<file path="config.mk">
export PLATFORM = sky130hd
export DESIGN_NAME = chan_scan_seq
export DESIGN_NICKNAME = d
export VERILOG_FILES = /design/src/rtl/chan_scan_seq.sv
export SDC_FILE = /design/constraint.sdc
export NUM_CORES = 1
export LEC_CHECK = 0
export CAP_MARGIN = 25
export CORE_MARGIN = 4
export CORE_UTILIZATION = 36
export CTS_CLUSTER_SIZE = 40
export DETAILED_ROUTE_END_ITERATION = 16
export PLACE_DENSITY_LB_ADDON = 0.3
export SLEW_MARGIN = 5
export SYNTH_ARGS = -nofsm -noshare
export SYNTH_HDL_FRONTEND = slang
export SYNTH_SLANG_ARGS = --single-unit
</file>
<file path="constraint.sdc">
create_clock -name clk -period 3.1 [get_ports clk]
set_clock_uncertainty 0.2 [all_clocks]
set_input_delay 0.31 -clock clk [delete_from_list [all_inputs] [get_ports clk]]
set_output_delay 0.31 -clock clk [all_outputs]
set_load 0.05 [all_outputs]
</file>
<file path="src/rtl/chan_scan_seq.sv">
module chan_scan_seq #(
  parameter int CH_W = 3
) (
  input  logic            clk,
  input  logic            rst_n,
  input  logic            scan_en,
  input  logic            hw_en,
  input  logic [CH_W-1:0] first_ch,
  input  logic [CH_W-1:0] last_ch,
  input  logic [CH_W-1:0] fixed_ch,
  input  logic            conv_done,
  output logic [CH_W-1:0] chan
);

  logic            active;
  logic            active_q;
  logic [CH_W-1:0] pos;
  logic [CH_W-1:0] first_q;
  logic [CH_W-1:0] last_q;
  logic            reload;
  logic [CH_W-1:0] step;

  assign active = scan_en & hw_en;
  assign reload = active & (~active_q | (first_ch != first_q) | (last_ch != last_q));
  assign step   = (pos == last_ch) ? first_ch : pos + 1'b1;
  assign chan   = active ? pos : fixed_ch;

  always_ff @(posedge clk) begin
    if (!rst_n) begin
      active_q <= 1'b0;
      first_q  <= '0;
      last_q   <= '0;
      pos      <= '0;
    end else begin
      active_q <= active;
      first_q  <= first_ch;
      last_q   <= last_ch;
      if (reload)
        pos <= first_ch;
      else if (active && conv_done)
        pos <= step;
    end
  end

endmodule


</file>
==> flow_metrics.env <==
export IMPL_outcome="completed"
export IMPL_power_mw=0.336
export IMPL_critical_path_max_stage_delay_ns=0.79
export IMPL_grt_pass1_wl_mm=1.96
export IMPL_cts_setup_buffers=0
export IMPL_grt_max_degree=11
export IMPL_port_buffers=16
export IMPL_syn_inst=61
export IMPL_wl_per_cell_um=12.5
export IMPL_post_route_cell_area_um2=781
export IMPL_yosysTopAreaCellShare_pct=35.5
export IMPL_yosysWarnings=0
export IMPL_ys_ff_latch=10
export IMPL_cts_repair_resized=0
export IMPL_whs_ns=0.325
export IMPL_die_height_um=47.6
export IMPL_cts_tree="yes"
export IMPL_pre_cts_ws_ns=0.461
export IMPL_maxCapViolCount=0
export IMPL_top_layer="met4"
export IMPL_finalHoldViolCount=0
export IMPL_grt_usage_pct=12.7
export IMPL_nets=97
export IMPL_coreArea_um2=1490
export IMPL_synth_edff_count=0
export IMPL_drtIter0Drc=5
export IMPL_setup_tns_ns=0
export IMPL_placed_area_um2=744
export IMPL_gp_congestion=0.780
export IMPL_drt_wl_total_mm=1.21
export IMPL_cts_buffer_depth=2
export IMPL_timing_final_crit_share_pct=85.6
export IMPL_wl_met2_um=533
export IMPL_setup_violations_final=0
export IMPL_rows=14
export IMPL_p_leak_nw=0.295
export IMPL_cp_top_family="buffers and inverters"
export IMPL_dp_hpwl_um=926
export IMPL_critPathKind="primary input to output port"
export IMPL_drcViolationCount=0
export IMPL_drtAntennaViolNets=0
export IMPL_numCtsBuffers=3
export IMPL_io_pins=17
export IMPL_power_density_nw_per_um2=430
export IMPL_synth_flop_cell="dfxtp_1"
export IMPL_n_fill_cell=137
export IMPL_dieArea_um2=2260
export IMPL_report_final_slew_viol_count=0
export IMPL_syn_mean_instance_area_um2=9.25
export IMPL_rsz0062_at_grt="false"
export IMPL_drive_gt1_share_pct=13.6
export IMPL_htreeDepth=1
export IMPL_met3_length_um=106
export IMPL_multi_input_area_um2=357
export IMPL_async_reset_ff_share_pct=0
export IMPL_hold_buffers=0
export IMPL_slew_headroom_pct=66.8
export IMPL_syn_area_um2=564
export IMPL_crit_top_cell="clkdlybuf4s50_1"
export IMPL_antenna_found_initial=0
export IMPL_crit_path_cell_trace="clkdlybuf4s50_1 -> nand2_1 -> mux2_2 -> clkdlybuf4s50_1"
export IMPL_critPathMaxFanout=10
export IMPL_drt_pass1_iterations=4
export IMPL_worst_path_buf_inv=2
export IMPL_hp_class="flip-flop to flip-flop"
export IMPL_start_kind="primary input"
export IMPL_max_freq_mhz=377
export IMPL_end_kind="output port"
export IMPL_overflow=0
export IMPL_die_w_um=47.6
export IMPL_start_util_pct=37.9
export IMPL_crit_arrival_ns=2.14
export IMPL_synth_area_leaders="dfxtp_1 (35%), xnor2_1 (9.3%), mux2_2 (8.0%)"
export IMPL_yosysSeqAreaShare_pct=35.5
export IMPL_viasPerCell=5.33
export IMPL_yosys_area_top_type="dfxtp_1"
export IMPL_n_antenna_cell=0
export IMPL_ir_drop_v=0.000224
export IMPL_clk_pin_slew_worst_paths_ns=0.07
export IMPL_area_growth_pct=38.4
export IMPL_met1_length_um=559
export IMPL_vias=517
export IMPL_cts_sinks=10
export IMPL_finalCriticalPeriod_ns=2.65
export IMPL_worst_pin_slew_ns=0.496
export IMPL_slowest_stage="clkdlybuf4s50_1"
export IMPL_seqCellArea_um2=200
export IMPL_clk_latency_ns=0.26
export IMPL_cts_root_buf="clkbuf_4"
export IMPL_syn_num_nets=76
export IMPL_worst_slack_ns=0.445
export IMPL_required_ns=2.59
export IMPL_synth_distinct_cells=23
export IMPL_grt_pass1_vias=441
worst paths after layout:
kind              depth (start not counted)  slack, ns  endpoint  startpoint
setup reg to reg                          5       1.31    pos[1]  first_q[0]
hold / removal                            2       0.33    pos[1]      pos[1]
setup / recovery                          4       0.45   chan[2]     scan_en
hold reg to reg                           2       0.33    pos[1]      pos[1]
logic make-up (layout without fill, tap and decap cells):
group	count (synthesis)	count (layout)	share of synthesized area [%]
buffers and inverters	2	22	1.33
flip-flops	10	10	35.5
adder cells (fa/ha/maj)	1	1	2.22
AND/OR/NAND/NOR	23	23	25.9
multiplexers	5	5	9.76
AO/OA/AOI/OAI	11	11	11.3
XOR/XNOR	9	9	14.0
registers in the layout, indices dropped and copies added, names as in the netlist:
name	cells
pos	3
last_q	3
active_q	1
first_q	3
cell type report:
class                   instances  share of cell area, %
repair buffers                 16                   20.5
clock buffers                   4                   4.65
flip-flops and latches         10                   25.6
inverters                       2                  0.962
multi-input cells              49                   45.7
well taps                      16                   2.56
synth_stat cells, types with 2 or more instances:
master and number:
nor2_1 2, and2_1 6, nand3_1 3, o22ai_1 2
a21oi_1 2, inv_1 2, mux2_2 4, nand4_1 2
dfxtp_1 10, nand2_1 4, xor2_1 3, o21ai_0 5
xnor2_1 6
cell usage in the layout, fill, tap and decap left out:
cell             count
nor4_4               1
o22ai_1              2
o21ai_0              5
clkbuf_8             1
mux2i_1              1
nor2_1               2
dfxtp_1             10
or4_1                1
o31a_1               1
and3_2               1
a211oi_1             1
nand3_1              3
xnor2_1              6
clkbuf_4             3
nand4_1              2
ha_1                 1
mux2_2               4
a21oi_1              2
nor3_1               1
and3_1               1
nand2_1              4
and3_4               1
clkdlybuf4s50_1     16
and2_1               6
xor2_1               3
inv_1                2
through the flow:
| step | std cells | utilization, % |
|---|---|---|
| after CTS | 97 | 52.4 |
| after global placement | 93 | 50.0 |
| final | 97 | 52.4 |
| after detailed placement | 93 | 50.0 |
| after floorplan | 61 | - |
| after global routing | 97 | 52.4 |
tightest hold or removal path, stage by stage, from the launching register on:
cell and delay (ns):
dfxtp_1 0.35, nand2_1 0.07, o22ai_1 0.06
per-layer routing:
metal  vias up  GRT usage [%]
li1        259              -
met1       242           16.1
met2        14           17.9
met3         2           7.14
met4         0           4.84
met5         -              0
power breakdown:
part / switching, mW / internal [mW]
registers: 0.00545 / 0.136
clock network: 0.0463 / 0.0713
logic: 0.0380 / 0.0389
Power figures use the tool's default switching activity.
